## config.mk

```make
export PLATFORM = sky130hd
export DESIGN_NAME = contour_classifier
export DESIGN_NICKNAME = d
export VERILOG_FILES = /design/src/rtl/contour_cls_pkg.sv /design/src/rtl/contour_seq.sv /design/src/rtl/contour_line_buf.sv /design/src/rtl/contour_window.sv /design/src/rtl/contour_cat_lut.sv /design/src/rtl/contour_classifier.sv
export SDC_FILE = /design/constraint.sdc
export NUM_CORES = 1
export LEC_CHECK = 0
export BUFFER_PORTS_ARGS = -buffer_cell sky130_fd_sc_hd__buf_2
export CAP_MARGIN = 20
export CORE_ASPECT_RATIO = 1.2
export CORE_MARGIN = 2
export CORE_UTILIZATION = 55
export CTS_CLUSTER_SIZE = 20
export DETAILED_ROUTE_END_ITERATION = 10
export PLACE_DENSITY = 0.71
export SLEW_MARGIN = 15
export SYNTH_ARGS = -nofsm -noshare
export SYNTH_HDL_FRONTEND = slang
export SYNTH_HIERARCHICAL = 1
export SYNTH_SLANG_ARGS = --single-unit
```

## constraint.sdc

```tcl
create_clock -name clk_i -period 9.3 [get_ports clk_i]
set_clock_uncertainty 0.1 [all_clocks]
set_input_delay 1.395 -clock clk_i [delete_from_list [all_inputs] [get_ports clk_i]]
set_output_delay 1.395 -clock clk_i [all_outputs]
set_load 0.01 [all_outputs]
```

## src/rtl/contour_cls_pkg.sv

```systemverilog
package contour_cls_pkg;

  localparam int SUM_W = 6;
  localparam int CAT_W = 3;
  localparam int LUT_N = 1 << SUM_W;

  localparam logic [SUM_W-1:0] WT_CORNER = 6'd10;
  localparam logic [SUM_W-1:0] WT_SIDE   = 6'd2;
  localparam logic [SUM_W-1:0] WT_CENTRE = 6'd1;

  // one vertical slice of the 3x3 window
  typedef struct packed {
    logic up;
    logic mid;
    logic dn;
  } col_t;

  // class bit positions inside cat_o
  localparam int CAT_STRAIGHT = 0;
  localparam int CAT_DIAG     = 1;
  localparam int CAT_MIXED    = 2;

  function automatic logic [CAT_W-1:0] sum_to_cat(input int s);
    logic [CAT_W-1:0] c;
    c = '0;
    case (s)
      5, 7, 15, 17, 25, 27: c[CAT_STRAIGHT] = 1'b1;
      21, 33:               c[CAT_DIAG]     = 1'b1;
      13, 23:               c[CAT_MIXED]    = 1'b1;
      default:              c = '0;
    endcase
    return c;
  endfunction

endpackage

```

## src/rtl/contour_seq.sv

```systemverilog
module contour_seq #(
  parameter int IMG_W = 64,
  parameter int IMG_H = 48,
  localparam int CW = (IMG_W > 1) ? $clog2(IMG_W) : 1,
  localparam int RW = (IMG_H > 1) ? $clog2(IMG_H) : 1
) (
  input  logic          clk_i,
  input  logic          rst_ni,
  input  logic          pix_valid_i,
  input  logic          pix_i,
  output logic          step_o,
  output logic          pix_o,
  output logic [CW-1:0] col_o,
  output logic          emit_o,
  output logic          top_o,
  output logic          bot_o,
  output logic          left_o,
  output logic          right_o
);

  localparam int NPIX  = IMG_W * IMG_H;
  localparam int NSTEP = NPIX + IMG_W + 1;  // real pixels plus flush steps
  localparam int KW    = $clog2(NSTEP);

  logic [KW-1:0] kc_q;
  logic [CW-1:0] col_q, mc_q;
  logic [RW-1:0] mr_q;
  logic          flush_w, step_w, emit_w;

  assign flush_w = kc_q >= KW'(NPIX);
  assign step_w  = flush_w | pix_valid_i;
  assign emit_w  = kc_q >= KW'(IMG_W + 1);

  always_ff @(posedge clk_i or negedge rst_ni) begin
    if (!rst_ni) begin
      kc_q  <= '0;
      col_q <= '0;
      mc_q  <= '0;
      mr_q  <= '0;
    end else if (step_w) begin
      if (kc_q == KW'(NSTEP - 1)) begin
        kc_q  <= '0;
        col_q <= '0;
        mc_q  <= '0;
        mr_q  <= '0;
      end else begin
        kc_q  <= kc_q + KW'(1);
        col_q <= (col_q == CW'(IMG_W - 1)) ? '0 : col_q + CW'(1);
        if (emit_w) begin
          if (mc_q == CW'(IMG_W - 1)) begin
            mc_q <= '0;
            mr_q <= mr_q + RW'(1);
          end else begin
            mc_q <= mc_q + CW'(1);
          end
        end
      end
    end
  end

  assign step_o  = step_w;
  assign pix_o   = flush_w ? 1'b0 : pix_i;
  assign col_o   = col_q;
  assign emit_o  = emit_w;
  assign top_o   = mr_q == '0;
  assign bot_o   = mr_q == RW'(IMG_H - 1);
  assign left_o  = mc_q == '0;
  assign right_o = mc_q == CW'(IMG_W - 1);

  a_r9_flush_advances: assert property (@(posedge clk_i) disable iff (!rst_ni)
    flush_w |=> (kc_q != $past(kc_q)));

  a_r8_step_bound: assert property (@(posedge clk_i) disable iff (!rst_ni)
    kc_q <= KW'(NSTEP - 1));

endmodule

```

## src/rtl/contour_line_buf.sv

```systemverilog
module contour_line_buf
  import contour_cls_pkg::*;
#(
  parameter int DEPTH = 64,
  localparam int AW = (DEPTH > 1) ? $clog2(DEPTH) : 1
) (
  input  logic          clk_i,
  input  logic          we_i,
  input  logic [AW-1:0] addr_i,
  input  logic          pix_i,
  output col_t          col_o
);

  // lane 0: one line back, lane 1: two lines back
  logic [1:0] mem [DEPTH];
  logic [1:0] rd_w;

  assign rd_w = mem[addr_i];

  always_ff @(posedge clk_i) begin
    if (we_i) mem[addr_i] <= {rd_w[0], pix_i};
  end

  assign col_o = '{up: rd_w[1], mid: rd_w[0], dn: pix_i};

endmodule

```

## src/rtl/contour_window.sv

```systemverilog
module contour_window
  import contour_cls_pkg::*;
#(
  parameter int IMG_W = 64,
  localparam int CW = (IMG_W > 1) ? $clog2(IMG_W) : 1
) (
  input  logic             clk_i,
  input  logic             rst_ni,
  input  logic             step_i,
  input  logic             pix_i,
  input  logic [CW-1:0]    col_i,
  input  logic             emit_i,
  input  logic             top_i,
  input  logic             bot_i,
  input  logic             left_i,
  input  logic             right_i,
  output logic             vld_o,
  output logic [SUM_W-1:0] sum_o
);

  col_t new_w;
  col_t c_q [3];  // 0 right, 1 centre, 2 left
  logic top_q, bot_q, left_q, right_q, vld_q;

  contour_line_buf #(.DEPTH(IMG_W)) i_lbuf (
    .clk_i  (clk_i),
    .we_i   (step_i),
    .addr_i (col_i),
    .pix_i  (pix_i),
    .col_o  (new_w)
  );

  always_ff @(posedge clk_i or negedge rst_ni) begin
    if (!rst_ni) begin
      for (int i = 0; i < 3; i++) c_q[i] <= '0;
      top_q   <= 1'b0;
      bot_q   <= 1'b0;
      left_q  <= 1'b0;
      right_q <= 1'b0;
      vld_q   <= 1'b0;
    end else begin
      vld_q <= step_i & emit_i;
      if (step_i) begin
        c_q[2]  <= c_q[1];
        c_q[1]  <= c_q[0];
        c_q[0]  <= new_w;
        top_q   <= top_i;
        bot_q   <= bot_i;
        left_q  <= left_i;
        right_q <= right_i;
      end
    end
  end

  // border masking: outside pixels read as 0
  col_t m_w [3];
  always_comb begin
    for (int i = 0; i < 3; i++) begin
      m_w[i].up  = c_q[i].up  & ~top_q;
      m_w[i].mid = c_q[i].mid;
      m_w[i].dn  = c_q[i].dn  & ~bot_q;
    end
    if (right_q) m_w[0] = '0;
    if (left_q)  m_w[2] = '0;
  end

  logic [SUM_W-1:0] n_corner, n_side, n_ctr;
  assign n_corner = SUM_W'(m_w[0].up) + SUM_W'(m_w[0].dn)
                  + SUM_W'(m_w[2].up) + SUM_W'(m_w[2].dn);
  assign n_side   = SUM_W'(m_w[1].up) + SUM_W'(m_w[1].dn)
                  + SUM_W'(m_w[0].mid) + SUM_W'(m_w[2].mid);
  assign n_ctr    = SUM_W'(m_w[1].mid);

  assign sum_o = WT_CORNER * n_corner + WT_SIDE * n_side + WT_CENTRE * n_ctr;
  assign vld_o = vld_q;

endmodule

```

## src/rtl/contour_cat_lut.sv

```systemverilog
module contour_cat_lut
  import contour_cls_pkg::*;
(
  input  logic [SUM_W-1:0] sum_i,
  output logic [CAT_W-1:0] cat_o
);

  logic [CAT_W-1:0] table_w [LUT_N];

  for (genvar v = 0; v < LUT_N; v++) begin : g_ent
    assign table_w[v] = sum_to_cat(v);
  end

  assign cat_o = table_w[sum_i];

endmodule

```

## src/rtl/contour_classifier.sv

```systemverilog
module contour_classifier
  import contour_cls_pkg::*;
#(
  parameter int IMG_W = 64,
  parameter int IMG_H = 48
) (
  input  logic       clk_i,
  input  logic       rst_ni,
  input  logic       pix_valid_i,
  input  logic       pix_i,
  output logic       valid_o,
  output logic [2:0] cat_o,
  output logic [5:0] sum_o
);

  localparam int CW = (IMG_W > 1) ? $clog2(IMG_W) : 1;

  logic          step_w, spix_w, emit_w, top_w, bot_w, left_w, right_w;
  logic [CW-1:0] col_w;
  logic          wvld_w;
  logic [SUM_W-1:0] wsum_w;
  logic [CAT_W-1:0] wcat_w;

  contour_seq #(.IMG_W(IMG_W), .IMG_H(IMG_H)) i_seq (
    .clk_i       (clk_i),
    .rst_ni      (rst_ni),
    .pix_valid_i (pix_valid_i),
    .pix_i       (pix_i),
    .step_o      (step_w),
    .pix_o       (spix_w),
    .col_o       (col_w),
    .emit_o      (emit_w),
    .top_o       (top_w),
    .bot_o       (bot_w),
    .left_o      (left_w),
    .right_o     (right_w)
  );

  contour_window #(.IMG_W(IMG_W)) i_win (
    .clk_i   (clk_i),
    .rst_ni  (rst_ni),
    .step_i  (step_w),
    .pix_i   (spix_w),
    .col_i   (col_w),
    .emit_i  (emit_w),
    .top_i   (top_w),
    .bot_i   (bot_w),
    .left_i  (left_w),
    .right_i (right_w),
    .vld_o   (wvld_w),
    .sum_o   (wsum_w)
  );

  contour_cat_lut i_lut (
    .sum_i (wsum_w),
    .cat_o (wcat_w)
  );

  always_ff @(posedge clk_i or negedge rst_ni) begin
    if (!rst_ni) begin
      valid_o <= 1'b0;
      cat_o   <= '0;
      sum_o   <= '0;
    end else begin
      valid_o <= wvld_w;
      cat_o   <= wvld_w ? wcat_w : '0;
      sum_o   <= wvld_w ? wsum_w : '0;
    end
  end

  a_r7_onehot: assert property (@(posedge clk_i) disable iff (!rst_ni)
    $onehot0(cat_o));

  a_r7_idle_clear: assert property (@(posedge clk_i) disable iff (!rst_ni)
    !valid_o |-> (cat_o == '0 && sum_o == '0));

  a_r1_sum_max: assert property (@(posedge clk_i) disable iff (!rst_ni)
    sum_o <= 6'd49);

endmodule

```

==> flow_summary_export.csv, run 1 <==
group,metric,value,unit
critical_path,crit_end,"cat_o[1]",
pwr,p_int,2160,uW
cts,cts.path.max_buffers,2,
timing,finalSetupTns,0,ps
die,dieArea,0.0163,mm^2
final_layout,final_util,61.1,%
place,numPortBuffers,13,
critical_path,cp_max_fo,5,
yosys,yosysUniqueCellTypes,74,
route,wire_per_inst,20.2,um
die,pin_count,14,
timing,hold_ws,401,ps
timing,period_share,39.2,%
die,core,0.0150,mm^2
global_routing,grt-ovfl-total,0,
pwr,clkPwrFrac,19.1,%
cts,cts-htree-levels,4,
cts,cts_setup_buffers,0,
pwr,powerDensity,387,mW/mm^2
final_layout,drive_gt1_share,14.7,%
die,placementRows,49,
yosys,synth-edff-count,128,
yosys,synthMuxAreaShare,7.63,%
cts,clkLatencyLatePin,420,ps
route,drc_errors,0,
yosys,seq_area_frac_synth,61.7,%
global_routing,grt_start_max_net_pins,66,
cts,holdBufCountCts,0,
final_layout,final_common_cell,"edfxtp_1",
timing,finalHoldViolations,0,
yosys,synth_top_family_by_area,"simple AND/OR/NAND/NOR gates",
timing,setup_viol,0,
cts,cts_tree,"done",
die,die_h,139,um
cts,cts_sinks,182,
global_routing,grtUsageTotal,22.7,%
yosys,synth-compound-area-share,8.64,%
critical_path,r2r_cells,15,
pwr,p_seq_share,35.8,%
critical_path,critPathRequiredTime,9510,ps
critical_path,r2r-start,"i_win/top_q",
yosys,synth-seq-cells,182,
route,vias,5235,
critical_path,critPathCaptureType,"register",
critical_path,reg2reg_slack,5660,ps
timing,tightest_slew,1020,ps
critical_path,cp.arrival,3850,ps
pwr,ir_drop,259,uV
route,detail_route.first_pass.iterations,6,
final_layout,final_cell_mix,"edfxtp_1 (128), nor2_1 (81), dfrtp_1 (53), nand2_1 (30), mux2_2 (23)",
pwr,switchingPower,1380,uW
cts,cts_buffers,17,
yosys,syn_avg_cell_area,13.2,um^2
critical_path,start_kind,"register",
final_layout,synthToLayoutAreaGrowth,8.65,%
die,start_util,56.2,%
timing,rsz0062_at_grt,"false",
route,antenna_left,0,
die,die_w,117,um
yosys,synthSimpleGateAreaFrac,13.8,%
route,routed_via_density,6.07,
pwr,p_comb_share,45.0,%
yosys,ys_async_sr_fraction,29.7,%
place,hpwl,11.0,mm
pwr,p_leak,0.00337,uW
global_routing,grt_pass1_wl,27.7,mm
timing,timing.slew.headroom,31.9,%
global_routing,antenna_found_initial,0,
yosys,syn_area,0.00841,mm^2
pwr,p_total,3540,uW
timing,timing.final.max_slew_violations,0,
pwr,p_sw_share,38.9,%
route,routed_wl,17.4,mm
yosys,syn_inst,637,
yosys,yosysWarnings,6,
yosys,synthFlopType,"edfxtp_1",
run,maxCapViolCount,0,
critical_path,worstSetupPathType,"register to register",
cts,cts_root_buf,"clkbuf_16",
critical_path,startpoint,"i_win/top_q",
final_layout,antenna_cells,0,
run_status,status,"finished clean",
final_layout,fin_nets,671,
global_routing,grt_pass1_vias,5297,
min_path,hp-class,"register to register",
place,place_congestion,0.830,
critical_path,reg2reg_to,"cat_o[1]",
route,drt_iter0_markers,598,
timing,clock.fmax,0.274,GHz
final_layout,num-fill-cells,1209,
yosys,syn_nets,662,
cts,clk_pin_slew_worst_paths,60,ps
yosys,synthAdderAreaFrac,3.39,%
cts,cts_resized,0,
yosys,synth_xor_xnor_area_share,1.25,%
timing,layout_min_cycle_time,3640,ps
==> routing by layer <==
layer  up-vias  share of wire [%]  track usage (%)
met5         -                  0                0
met4         0                3.7             10.4
met3        47                6.2             4.44
met2       193                 51             37.4
met1      2613                 39             28.9
li1       2382                  -                -
==> metrics by stage <==
stage          worst slack [ps]  instance area (um^2)  instances
3_3_place_gp               5300                  8580        830
6_report                   5660                  9140        862
4_1_cts                    5620                  9140        862
2_1_floorplan              4390                  8410        637
3_5_place_dp               5390                  8590        831
5_1_grt                    5390                  9140        862
==> flip-flops by register name, summed over array words and instances (netlist names), 3 cells and up <==
register and flops:
i_win/i_lbuf/mem 128, i_win/c_q 9, i_seq/mc_q 6, sum_o 6, i_seq/mr_q 6, i_seq/kc_q 12
cat_o 3, i_seq/col_o 6
==> logic make-up after synthesis <==
kind of cell	count (synthesis)
compound gates	97
simple gates	224
xor+xnor	12
flops	182
mux	49
fa+ha+maj	21
buf+inv	52
==> synth_stat cells (4+ instances only) <==
library cell,instances,area share (%)
a21o_1,8,0.71
a21oi_1,13,0.77
a221oi_1,11,1.1
a22o_1,6,0.62
a22oi_1,11,0.98
and2_1,12,0.89
and3_1,4,0.30
buf_2,8,0.48
buf_4,5,0.45
buf_6,10,1.3
clkbuf_1,7,0.31
dfrtp_1,54,16
edfxtp_1,128,46
ha_1,18,2.7
inv_1,20,0.89
mux2_2,23,3.1
mux2i_1,15,1.8
mux4_2,9,2.4
nand2_1,30,1.3
nand2b_1,12,0.89
nand3_1,21,1.2
nand3b_1,10,0.89
nand4_1,8,0.59
nor2_1,82,3.7
nor2b_1,7,0.52
nor3_1,6,0.36
nor4_1,5,0.37
o21ai_0,12,0.71
or3_1,8,0.59
xnor2_1,7,0.73
xor2_1,5,0.52
==> how the worst min path moves through the flow <==
stage               slack (ps)  cells after the start          start            end
floorplan                  340                      0    i_win/vld_o        valid_o
global placement           390                      1  i_seq/kc_q[8]  i_seq/kc_q[8]
detailed placement         390                      1   i_win/c_q[0]   i_win/c_q[0]
CTS                        400                      1   i_win/c_q[0]   i_win/c_q[0]
global route               420                      1   i_win/c_q[0]   i_win/c_q[0]
finish                     400                      1   i_win/c_q[0]   i_win/c_q[0]
==> power groups by stage <==
| stage | clock [uW] | sequential (uW) | combinational [uW] |
|---|---|---|---|
| 2_1_floorplan | 0 | 1280 | 1210 |
| 5_1_grt | 720 | 1290 | 1750 |
| 4_1_cts | 682 | 1270 | 1590 |
| 3_5_place_dp | 0 | 1280 | 1580 |
| 3_3_place_gp | 0 | 1280 | 1510 |
| 6_report | 676 | 1270 | 1590 |
==> area by class of cell <==
cell class,count,area (um^2),area share (%)
Sequential cell,182,5200,56.8
Timing Repair Buffer,21,133,1.45
Multi-Input combinational cell,403,2930,32.1
Inverter,21,78.8,0.862
Tap cell,204,255,2.79
Clock inverter,11,109,1.19
Clock buffer,20,437,4.78
==> critical path, cell delays in order, from the launching register on <==
cell,delay [ps]
dfrtp_1,410
nor2_1,120
nand2_1,80
fa_1,540
inv_1,40
ha_1,190
ha_1,340
inv_1,80
fa_1,460
nor2b_1,140
o21ai_1,80
xnor2_1,340
and3b_1,230
a21oi_1,170
nor4b_2,60
and2_1,160
(Power assumes the default switching activity.)
==> run 2: changes to the inputs <==
==> constraint.sdc (replaced) <==
create_clock -name clk_i -period 3.4 [get_ports clk_i]
set_clock_uncertainty 0.1 [all_clocks]
set_input_delay 0.51 -clock clk_i [delete_from_list [all_inputs] [get_ports clk_i]]
set_output_delay 0.51 -clock clk_i [all_outputs]
set_load 0.01 [all_outputs]
==> flow_summary_export.csv, run 2 (synthesis gave the netlist of run 1 again) <==
group,metric,value,unit
timing,finalHoldViolations,0,
final_layout,biggestRegsByFlops,"i_win/i_lbuf/mem x128, i_seq/kc_q x12, i_win/c_q x9",
final_layout,fin_nets,682,
route,antenna_left,0,
critical_path,cpPeakStageDelay,550,ps
die,start_util,56.2,%
final_layout,drive_gt1_share,18.5,%
critical_path,worst-path-buf-inv,2,
die,die_w,117,um
critical_path,cp.arrival,3500,ps
min_path,hp-class,"primary input to register",
die,core,0.0150,mm^2
final_layout,largest_reg_flops,128,
critical_path,critPathSlowestCell,"fa_1",
route,drc_errors,0,
global_routing,grt-ovfl-total,0,
critical_path,cp_max_fo,4,
critical_path,crit_end,"cat_o[2]",
global_routing,antenna_found_initial,0,
place,place_congestion,0.836,
pwr,p_leak,0.00345,uW
critical_path,r2r_cells,12,
critical_path,crit_chain,"nand2b_4, fa_1, inv_1, ha_1, ha_1, inv_1, fa_2, xnor2_1, nand2b_1, mux2i_1, and4b_1, and2_1",
timing,period_share,96.6,%
cts,cts_root_buf,"clkbuf_16",
die,placementRows,49,
final_layout,synthToLayoutAreaGrowth,11.3,%
critical_path,critPathCaptureType,"register",
critical_path,start_kind,"register",
cts,clk_pin_slew_worst_paths,60,ps
timing,rsz0062_at_grt,"true",
route,wire_per_inst,20.3,um
critical_path,cp_num_cells,12,
global_routing,grt_pass1_wl,27.6,mm
pwr,powerDensity,1110,mW/mm^2
final_layout,final_cell_mix,"edfxtp_1 (128), nor2_1 (82), dfrtp_1 (53), nand2_1 (30), mux2_2 (22)",
cts,cts.path.max_buffers,2,
final_layout,final_common_cell,"edfxtp_1",
timing,timing.final.max_slew_violations,0,
cts,cts_setup_buffers,0,
die,pin_count,14,
cts,cts_sinks,182,
final_layout,antenna_cells,0,
global_routing,grt_start_max_net_pins,66,
place,hpwl,11.4,mm
pwr,ir_drop,662,uV
critical_path,r2r-start,"i_win/left_q",
critical_path,reg2reg_to,"cat_o[2]",
critical_path,crit_family,"adder cells",
run_status,status,"finished clean",
die,dieArea,0.0163,mm^2
place,numPortBuffers,13,
timing,layout_min_cycle_time,3280,ps
place,placed_area,0.00867,mm^2
final_layout,num-fill-cells,1183,
route,detail_route.first_pass.iterations,5,
cts,cts_tree,"done",
global_routing,grtUsageTotal,22.8,%
timing,clock.fmax,0.305,GHz
critical_path,critPathRequiredTime,3620,ps
route,drt_iter0_markers,579,
cts,clkLatencyLatePin,420,ps
final_layout,final_util,62.6,%
critical_path,reg2reg_slack,120,ps
final_layout,final_area,0.00937,mm^2
critical_path,worstSetupPathType,"register to register",
timing,tightest_slew,905,ps
route,vias,5273,
cts,cts-htree-levels,4,
critical_path,startpoint,"i_win/left_q",
final_layout,top_register,"i_win/i_lbuf/mem",
run,maxCapViolCount,0,
timing,timing.slew.headroom,38.9,%
die,die_h,139,um
timing,setup_viol,0,
cts,cts_buffers,17,
route,routed_via_density,6.03,
route,routed_wl,17.7,mm
global_routing,grt_pass1_vias,5193,
## run 2: cell types whose count changed in the layout (fill, tap and decap cells not counted), moves of 2 or more
cell / delta
ha_4: +5
clkbuf_1: -3
buf_4: +11
clkinvlp_4: +2
clkinv_1: -3
a21oi_1: -2
inv_6: +2
ha_1: -6
a21oi_2: +2
clkinv_4: +2
## run 2: metal layers
layer | routed length [um] | track usage, % | up-vias | part of all wire, %
met5 | 0 | 0 | - | 0
met3 | 1080 | 4.97 | 46 | 6.1
li1 | - | - | 2424 | -
met1 | 6900 | 28.2 | 2622 | 39
met4 | 531 | 9.54 | 0 | 3.0
met2 | 9200 | 38.5 | 181 | 52
## run 2: cell type report
type,count,area [um^2],area share [%]
Timing Repair Buffer,32,210,2.24
Multi-Input combinational cell,403,3030,32.3
Inverter,21,78.8,0.841
Clock inverter,15,178,1.90
Sequential cell,182,5200,55.5
Clock buffer,17,425,4.54
Tap cell,204,255,2.72
## run 2: power by group
group          total, uW  switching (uW)  internal [uW]
clock               1990             833           1160
combinational       4810            2740           2070
sequential          3630             489           3140
## run 2: how the worst min path moves through the flow
stage	startpoint	endpoint	cells after the start
4_1_cts	pix_valid_i	i_seq/col_o[1]	4
5_1_grt	pix_valid_i	i_seq/col_o[1]	4
2_1_floorplan	rst_ni	cat_o[0]	0
3_3_place_gp	rst_ni	i_seq/kc_q[8]	1
6_report	pix_valid_i	i_seq/col_o[1]	4
3_5_place_dp	rst_ni	i_seq/kc_q[7]	1
## run 2: timing repair
item	CTS	global route
pin swaps	1	5
setup endpoints to repair	2	2
endpoints found under the hold margin	15	0
resized for setup	5	8
hold buffers	1	0
## run 2: stage by stage
step           instances  setup WS (ps)  hold WS (ps)  TNS [ps]  power, uW
4_1_cts              874           43.6           287         0      10200
6_report             874            116           306         0      10400
5_1_grt              874          -31.1           303     -31.1      11000
2_1_floorplan        637          -65.0           114     -65.0       6800
3_3_place_gp         841           85.4           344         0       7730
3_5_place_dp         841          -73.2           355     -93.9       7970
## run 2: worst register-to-register path: stages, from the launching register on
cell      delay (ps)
dfrtp_1          410
nand2b_4         150
fa_1             550
inv_1             50
ha_1             210
ha_1             310
inv_1             70
fa_2             370
xnor2_1          350
nand2b_1         200
mux2i_1           70
and4b_1          200
and2_1           150
